**src/rtl/ac97_tag_pkg.sv**
```systemverilog
package ac97_tag_pkg;
  localparam int TAG_W      = 16;
  localparam int TAG_VALID  = 15;
  localparam int TAG_SLOT1  = 14;
  localparam int TAG_SLOT2  = 13;
  localparam int TAG_DATA_HI = 12;

  typedef struct packed {
    logic send_data;
    logic send_cmd;
  } frame_plan_t;
endpackage

```
**src/rtl/ac97_frame_decider.sv**
```systemverilog
module ac97_frame_decider
  import ac97_tag_pkg::*;
#(
  parameter int NSLOT = 10,
  parameter int LVL_W = 5
) (
  input  logic [NSLOT-1:0] mask_i,
  input  logic [LVL_W-1:0] level_i,
  input  logic             codec_ready_i,
  input  logic [NSLOT-1:0] slot_req_i,
  input  logic             cmd_pending_i,
  output frame_plan_t      plan_o,
  output logic [TAG_W-1:0] tag_o
);
  localparam int NEED_W = LVL_W + 1;

  logic [NEED_W-1:0] need;
  logic              blocked;
  logic              enough;

  always_comb begin
    need = '0;
    for (int k = 0; k < NSLOT; k++) need = need + NEED_W'(mask_i[k]);
  end

  assign blocked = |(slot_req_i & mask_i);
  assign enough  = {1'b0, level_i} >= need;

  assign plan_o.send_data = codec_ready_i & (|mask_i) & enough & ~blocked;
  assign plan_o.send_cmd  = codec_ready_i & cmd_pending_i & ~blocked;

  always_comb begin
    tag_o            = '0;
    tag_o[TAG_VALID] = plan_o.send_data | plan_o.send_cmd;
    tag_o[TAG_SLOT1] = plan_o.send_cmd;
    tag_o[TAG_SLOT2] = plan_o.send_cmd;
    for (int k = 0; k < NSLOT; k++)
      tag_o[TAG_DATA_HI-k] = plan_o.send_data & mask_i[k];
  end
endmodule

```
**src/rtl/ac97_cmd_reg.sv**
```systemverilog
module ac97_cmd_reg #(
  parameter int IDX_W  = 7,
  parameter int DATA_W = 16,
  parameter int SLOT_W = 20
) (
  input  logic              clk_i,
  input  logic              rst_ni,
  input  logic              wr_i,
  input  logic              read_i,
  input  logic [IDX_W-1:0]  idx_i,
  input  logic [DATA_W-1:0] wdata_i,
  input  logic              consume_i,
  output logic              pending_o,
  output logic [SLOT_W-1:0] slot1_word_o,
  output logic [SLOT_W-1:0] slot2_word_o
);
  localparam int S1_PAD = SLOT_W - 1 - IDX_W;
  localparam int S2_PAD = SLOT_W - DATA_W;

  logic              read_q;
  logic [IDX_W-1:0]  idx_q;
  logic [DATA_W-1:0] data_q;

  always_ff @(posedge clk_i or negedge rst_ni) begin
    if (!rst_ni) begin
      pending_o <= 1'b0;
      read_q    <= 1'b0;
      idx_q     <= '0;
      data_q    <= '0;
    end else if (wr_i) begin
      // a new write always wins over a same-cycle send
      pending_o <= 1'b1;
      read_q    <= read_i;
      idx_q     <= idx_i;
      data_q    <= wdata_i;
    end else if (consume_i) begin
      pending_o <= 1'b0;
    end
  end

  assign slot1_word_o = {read_q, idx_q, {S1_PAD{1'b0}}};
  assign slot2_word_o = {data_q, {S2_PAD{1'b0}}};


  wr_sets_pending_chk: assert property (@(posedge clk_i) disable iff (!rst_ni)
    wr_i |=> pending_o);

  consume_clears_chk: assert property (@(posedge clk_i) disable iff (!rst_ni)
    consume_i && !wr_i |=> !pending_o);
endmodule

```
**src/rtl/ac97_slot_filler.sv**
```systemverilog
module ac97_slot_filler #(
  parameter int NSLOT  = 10,
  parameter int SLOT_W = 20
) (
  input  logic                    clk_i,
  input  logic                    rst_ni,
  input  logic                    start_i,
  input  logic                    send_data_i,
  input  logic [NSLOT-1:0]        mask_i,
  input  logic [SLOT_W-1:0]       fifo_data_i,
  output logic                    fifo_pop_o,
  output logic [NSLOT*SLOT_W-1:0] slots_o,
  output logic                    done_o
);
  localparam int POS_W = $clog2(NSLOT);

  logic              busy_q, send_q;
  logic [POS_W-1:0]  pos_q;
  logic [NSLOT-1:0]  mask_q;
  logic [SLOT_W-1:0] slot_q [NSLOT];

  assign fifo_pop_o = busy_q & send_q & mask_q[pos_q];

  always_ff @(posedge clk_i or negedge rst_ni) begin
    if (!rst_ni) begin
      busy_q <= 1'b0;
      send_q <= 1'b0;
      pos_q  <= '0;
      mask_q <= '0;
      done_o <= 1'b0;
      for (int k = 0; k < NSLOT; k++) slot_q[k] <= '0;
    end else if (start_i) begin
      busy_q <= 1'b1;
      send_q <= send_data_i;
      pos_q  <= '0;
      mask_q <= mask_i;
      done_o <= 1'b0;
      for (int k = 0; k < NSLOT; k++) slot_q[k] <= '0;
    end else if (busy_q) begin
      if (fifo_pop_o) slot_q[pos_q] <= fifo_data_i;
      if (pos_q == POS_W'(NSLOT-1)) begin
        busy_q <= 1'b0;
        done_o <= 1'b1;
      end else begin
        pos_q  <= pos_q + 1'b1;
        done_o <= 1'b0;
      end
    end else begin
      done_o <= 1'b0;
    end
  end

  for (genvar g = 0; g < NSLOT; g++) begin : g_out
    assign slots_o[g*SLOT_W +: SLOT_W] = slot_q[g];
  end


  done_single_chk: assert property (@(posedge clk_i) disable iff (!rst_ni)
    done_o |=> !done_o);
endmodule

```
**src/rtl/ac97_tx_tagger.sv**
```systemverilog
module ac97_tx_tagger
  import ac97_tag_pkg::*;
#(
  parameter int NSLOT  = 10,
  parameter int SLOT_W = 20,
  parameter int LVL_W  = 5,
  parameter int IDX_W  = 7,
  parameter int DATA_W = 16
) (
  input  logic                    clk_i,
  input  logic                    rst_ni,
  input  logic                    frame_start_i,
  input  logic [NSLOT-1:0]        tx_mask_i,
  input  logic [LVL_W-1:0]        fifo_level_i,
  input  logic [SLOT_W-1:0]       fifo_data_i,
  output logic                    fifo_pop_o,
  input  logic                    codec_ready_i,
  input  logic [NSLOT-1:0]        slot_req_i,
  input  logic                    cmd_wr_i,
  input  logic                    cmd_read_i,
  input  logic [IDX_W-1:0]        cmd_idx_i,
  input  logic [DATA_W-1:0]       cmd_wdata_i,
  output logic [TAG_W-1:0]        tag_o,
  output logic [SLOT_W-1:0]       cmd_slot1_o,
  output logic [SLOT_W-1:0]       cmd_slot2_o,
  output logic [NSLOT*SLOT_W-1:0] data_slots_o,
  output logic                    frame_done_o,
  output logic                    cmd_pending_o
);
  localparam int CNT_W = $clog2(NSLOT + 1);

  frame_plan_t       plan;
  logic [TAG_W-1:0]  tag_next;
  logic [SLOT_W-1:0] s1_word, s2_word;

  ac97_frame_decider #(.NSLOT(NSLOT), .LVL_W(LVL_W)) u_decide (
    .mask_i        (tx_mask_i),
    .level_i       (fifo_level_i),
    .codec_ready_i (codec_ready_i),
    .slot_req_i    (slot_req_i),
    .cmd_pending_i (cmd_pending_o),
    .plan_o        (plan),
    .tag_o         (tag_next)
  );

  ac97_cmd_reg #(.IDX_W(IDX_W), .DATA_W(DATA_W), .SLOT_W(SLOT_W)) u_cmd (
    .clk_i        (clk_i),
    .rst_ni       (rst_ni),
    .wr_i         (cmd_wr_i),
    .read_i       (cmd_read_i),
    .idx_i        (cmd_idx_i),
    .wdata_i      (cmd_wdata_i),
    .consume_i    (frame_start_i & plan.send_cmd),
    .pending_o    (cmd_pending_o),
    .slot1_word_o (s1_word),
    .slot2_word_o (s2_word)
  );

  ac97_slot_filler #(.NSLOT(NSLOT), .SLOT_W(SLOT_W)) u_fill (
    .clk_i       (clk_i),
    .rst_ni      (rst_ni),
    .start_i     (frame_start_i),
    .send_data_i (plan.send_data),
    .mask_i      (tx_mask_i),
    .fifo_data_i (fifo_data_i),
    .fifo_pop_o  (fifo_pop_o),
    .slots_o     (data_slots_o),
    .done_o      (frame_done_o)
  );

  always_ff @(posedge clk_i or negedge rst_ni) begin
    if (!rst_ni) begin
      tag_o       <= '0;
      cmd_slot1_o <= '0;
      cmd_slot2_o <= '0;
    end else if (frame_start_i) begin
      tag_o       <= tag_next;
      cmd_slot1_o <= plan.send_cmd ? s1_word : '0;
      cmd_slot2_o <= plan.send_cmd ? s2_word : '0;
    end
  end

  // pops seen in the current frame, for the pop-count check
  logic [CNT_W-1:0] pop_seen;
  always_ff @(posedge clk_i or negedge rst_ni) begin
    if (!rst_ni)            pop_seen <= '0;
    else if (frame_start_i) pop_seen <= '0;
    else if (fifo_pop_o)    pop_seen <= pop_seen + 1'b1;
  end


  not_ready_empty_chk: assert property (@(posedge clk_i) disable iff (!rst_ni)
    frame_start_i && !codec_ready_i |=> tag_o == '0);

  req_block_empty_chk: assert property (@(posedge clk_i) disable iff (!rst_ni)
    frame_start_i && |(slot_req_i & tx_mask_i) |=> tag_o == '0 && cmd_slot1_o == '0);

  cmd_slot_pair_chk: assert property (@(posedge clk_i) disable iff (!rst_ni)
    frame_start_i |=> tag_o[TAG_SLOT1] == tag_o[TAG_SLOT2]);

  pop_count_chk: assert property (@(posedge clk_i) disable iff (!rst_ni)
    frame_done_o |-> pop_seen == CNT_W'($countones(tag_o[TAG_DATA_HI -: NSLOT])));

  valid_flag_chk: assert property (@(posedge clk_i) disable iff (!rst_ni)
    frame_start_i |=> tag_o[TAG_VALID] == (|tag_o[TAG_SLOT1:0]));
endmodule

```
**config.mk**
```make
export PLATFORM = sky130hd
export DESIGN_NAME = ac97_tx_tagger
export DESIGN_NICKNAME = d
export VERILOG_FILES = /design/src/rtl/ac97_tag_pkg.sv /design/src/rtl/ac97_frame_decider.sv /design/src/rtl/ac97_cmd_reg.sv /design/src/rtl/ac97_slot_filler.sv /design/src/rtl/ac97_tx_tagger.sv
export SDC_FILE = /design/constraint.sdc
export NUM_CORES = 1
export LEC_CHECK = 0
export ABC_AREA = 1
export BUFFER_PORTS_ARGS = -buffer_cell sky130_fd_sc_hd__buf_2
export CORE_UTILIZATION = 35
export DETAILED_ROUTE_END_ITERATION = 8
export SLEW_MARGIN = 5
export SYNTH_ARGS = -nofsm -noshare
export SYNTH_HDL_FRONTEND = slang
export SYNTH_SLANG_ARGS = --single-unit
export TNS_END_PERCENT = 50
```
**constraint.sdc**
```tcl
create_clock -name clk_i -period 1.6 [get_ports clk_i]
set_input_delay 0.24 -clock clk_i [delete_from_list [all_inputs] [get_ports clk_i]]
set_output_delay 0.24 -clock clk_i [all_outputs]
set_load 0.005 [all_outputs]
```
==> results.rst <==
.. list-table::
   :header-rows: 1

   * - Metric
     - Value
   * - R2R Path Start
     - u_fill.pos_q[2]
   * - Violations in the final reports
     - negative setup slack
   * - Overall power
     - 18500 uW
   * - Crit Path Class
     - primary input to register
   * - Post-synthesis sequential element count
     - 278
   * - Power dissipated by switching net loads
     - 4820 uW
   * - Synth cell types
     - 30
   * - Total buffers and inverters traversed by the critical path
     - 4
   * - Syn Area/Cell
     - between 9 and 10 um^2
   * - Final worst setup slack
     - -1.91 ns
   * - Clock tree from TritonCTS
     - built
   * - Syn Std Cell Area
     - about 0.013 mm^2
   * - Core Footprint
     - between 0.03 and 0.04 mm^2
   * - Cell-internal power
     - 13700 uW
   * - Sort of element at the end of the critical path
     - register
   * - Initial DRC count
     - 1187
   * - Max Clk Rate
     - 285 MHz
   * - Sw Ratio
     - 0.260
   * - Leakage Power
     - 0.0109 uW
   * - Routed WL per cell
     - 21.5 um
   * - Total clock sinks
     - between 200 and 300
   * - Req. time, crit path
     - 2.04 ns
   * - RR Endpoint
     - u_fill.slots_o[8]
   * - Worst Setup Slack post-DPL
     - -2.51 ns
   * - Final Critical Period
     - 3.51 ns
   * - Initial antenna violation count
     - 0
   * - List of cells traversed by the critical path
     - buf_8 > inv_8 > ha_4 > inv_2 > fa_1 > fa_1 > fa_1 > fa_2 > fa_2 > xnor2_1 > ha_1 > nand2_1 > nor2_1 > o21ai_1 > nand4_1 > buf_4 > nand3_4 > o21ai_0
   * - Total power divided by cell area
     - 904 mW/mm^2
   * - Worst hold-check path type
     - primary input to register
   * - Hold EP
     - u_fill.mask_q[4]
   * - Pin count of the biggest net entering global routing
     - 50
   * - Wire length of the first global-routing pass
     - 77700 um
   * - Fillers
     - 3270
   * - Launch point of the worst hold path
     - tx_mask_i[4]
   * - DR vias
     - 13200
   * - Period Utilization, post-route
     - 2.19
   * - Via count of the first global-routing pass
     - approximately 13000
   * - Final Instance Area
     - 0.0205 mm^2
   * - Top Family by Delay on Critical Path
     - adder cells
   * - Count of final setup violators
     - between 200 and 250
   * - Number of top-level pins
     - 333
   * - Via-per-instance ratio
     - ~5.4
   * - Number of instances in the synthesized netlist
     - 1398
   * - Type of element launching the critical path
     - primary input
   * - Sequential cell fraction of total power
     - 0.388
   * - Chip height
     - 198 um
   * - Most common cell on crit path
     - fa_1
   * - GPL Wtd Cong
     - 0.815
   * - Cell accounting for the most synthesized area
     - dfrtp_1
   * - Fin. max-slew vios
     - 0
   * - Clock transition at the register clock pins on the worst setup and hold paths after CTS
     - 0.06 ns
   * - Crit-path slowest cell
     - fa_1
   * - Commonest cells in the netlist
     - nand2_1 (312), dfrtp_1 (278), nand4_1 (205)
   * - Effective utilization at floorplan
     - 0.356
   * - DRC viols
     - 0
   * - Level count of the clock H-tree
     - 2
   * - Area share of the largest cell type after synthesis
     - 0.519
   * - Number of max-capacitance violations reported
     - 0
   * - Async S/R FF share, synth
     - 1.00
   * - Antenna diode count
     - 0
   * - Arrival time worst endpoint
     - between 3 and 4 ns
   * - Post-synthesis sequential area ratio
     - 0.519
   * - Insertion delay of the later-clocked pin in the worst-skew pair
     - 0.54 ns
   * - Setup repair after global routing missed its margin
     - yes
   * - Post-Route Skew
     - 0.0300 ns
   * - Cts bufs inserted
     - 35
   * - Instance count along the most critical hold path
     - 4
   * - Worst hold slack
     - 0.101 ns
   * - Proportion of layout cells with a drive suffix above 1
     - 0.442
   * - Hold violation total from the final report
     - 0
   * - DR pass1 iterations
     - 8
   * - Util after Layout
     - 0.544
   * - Post-synth EDFFs
     - 0
   * - Total GRT Usage
     - 0.262
   * - Synthesis-to-finish area growth
     - 52.9%
   * - Part of the power in the clock network
     - 0.457
   * - Global-route congestion overflow total
     - 0
   * - Max stage delay on crit path
     - just over 0.5 ns
   * - Library cell with the highest instance count after synthesis
     - nand2_1
   * - Clock root buffer
     - clkbuf_16
   * - Sum of routed wire length over all layers
     - ~53000 um
   * - Number of nets with antenna violations after routing
     - 0
   * - Peak VDD IR
     - 0.000765 V
   * - Number of nets in the final layout
     - between 2000 and 2500
   * - Result of the run
     - finished, violations left
   * - YS warnings
     - 0
   * - Port Buffer Count
     - between 300 and 400
   * - Combined area of the multi-input logic cells
     - 0.00564 mm^2
   * - Buffer depth of the longest clock path
     - 3
   * - Max Fanout on Critical Path
     - 5
   * - Detailed placement HPWL
     - approximately 31000 um
   * - Standard-cell rows
     - 71
   * - Cell depth of the worst flop-to-flop path
     - 13
   * - Most used flip-flop cell after synthesis
     - dfrtp_1
   * - Area used by sequential logic in the layout
     - 0.00696 mm^2
   * - Total placed instance area
     - around 0.016 mm^2
   * - Floorplan die area
     - 0.0391 mm^2
   * - Die Span X
     - approximately 200 um
   * - Largest cells by area after synthesis
     - dfrtp_1 (52%), nand4_1 (9.6%), nand2_1 (8.7%), nand3_1 (6.1%), nand3_2 (3.7%)
   * - Relative contribution of combinational cells to total power
     - 0.155
   * - Register-to-Register Setup Slack
     - -0.44 ns
==> registers in the layout, indices dropped and copies added, names as in the netlist <==
signal / cells
u_fill.mask_q: 10
u_fill.send_q: 1
u_fill.pos_q: 4
u_cmd.read_q: 1
u_cmd.data_q: 16
u_cmd.pending_o: 1
cmd_slot1_o: 8
u_cmd.idx_q: 7
cmd_slot2_o: 16
u_fill.done_o: 1
u_fill.busy_q: 1
u_fill.slots_o: 200
tag_o: 12
==> power groups by stage <==
| stage | clock network (uW) | registers (uW) | logic (uW) |
|---|---|---|---|
| floorplan | 0 | 7300 | 1070 |
| global placement | 0 | 7310 | 1940 |
| detailed placement | 0 | 7310 | 1970 |
| CTS | 8570 | 7190 | 2700 |
| global route | 8840 | 7200 | 3060 |
| finish | 8470 | 7190 | 2870 |
==> worst register-to-register path: stages (launching register included) <==
cell and delay [ns]:
dfrtp_2 0.45, nor2_4 0.15, buf_6 0.12, nand3_4 0.07, nand3_4 0.11, buf_6 0.13
buf_12 0.11, buf_12 0.10, buf_12 0.12, nand4_4 0.18, buf_6 0.18, buf_8 0.13
nand3_4 0.06, nand2_2 0.05
==> placed cells by master (no fill, tap or decap), types with 6 or more instances in the layout <==
cell and n:
ha_1 10, buf_4 105, nand4_1 205, dlygate4sd3_1 25, nand3_2 115, o21ai_0 60
buf_16 25, buf_12 64, nand4_4 9, clkbuf_16 47, nand3_4 13, buf_8 18
nand3_1 86, buf_2 309, dfrtp_1 275, conb_1 19, nor2_2 24, nand2_1 291
inv_1 79, clkbuf_1 6, nor2_1 11, nand2_2 21, o21ai_2 6, inv_2 7
buf_6 51
==> cells by family after synthesis <==
kind of cell / Yosys count / share of synthesized area
flops: 278 / 0.519
simple gates: 785 / 0.313
fa+ha+maj: 20 / 0.0220
compound gates: 76 / 0.0294
xor+xnor: 1 / 0.000654
buf+inv: 237 / 0.115
other cells: 1 / 0.000280
==> final cells by class <==
type,instances,area share
tap,511,0.0312
clock buffer,48,0.0496
multi-input combinational,902,0.275
inverter,92,0.0182
sequential,278,0.340
clock inverter,15,0.0107
timing repair buffer,607,0.276
==> through the flow <==
step                      std cells  TNS (ns)
after floorplan                1416    -24.42
after global placement         2241    -62.40
after detailed placement       2241    -72.81
after CTS                      2443    -90.48
after global routing           2453   -102.45
final                          2453    -83.97
==> timing repair <==
action | CTS | global route
gates cloned | 45 | 9
pin swaps | 151 | 169
hold endpoints to repair | 94 | 0
setup buffers | 73 | 37
resized for setup | 190 | 129
hold buffers | 25 | 0
setup endpoints to repair | 214 | 217
==> worst max path at each step <==
stage,start,endpoint,cells past startpoint
CTS,tx_mask_i[1],tag_o[4],16
finish,tx_mask_i[1],tag_o[6],18
global route,tx_mask_i[1],tag_o[11],18
floorplan,tx_mask_i[1],tag_o[3],15
detailed placement,tx_mask_i[1],tag_o[3],17
global placement,tx_mask_i[1],tag_o[6],17
==> per-layer routing <==
metal	wire (um)	vias up	part of all wire	track usage
met1	20800	6430	0.39	0.345
met4	2370	0	0.045	0.107
met2	23800	790	0.45	0.409
met3	5890	152	0.11	0.0686
li1	-	5813	-	-
met5	0	-	0	0
No activity file was read; power rests on OpenSTA's default activity.
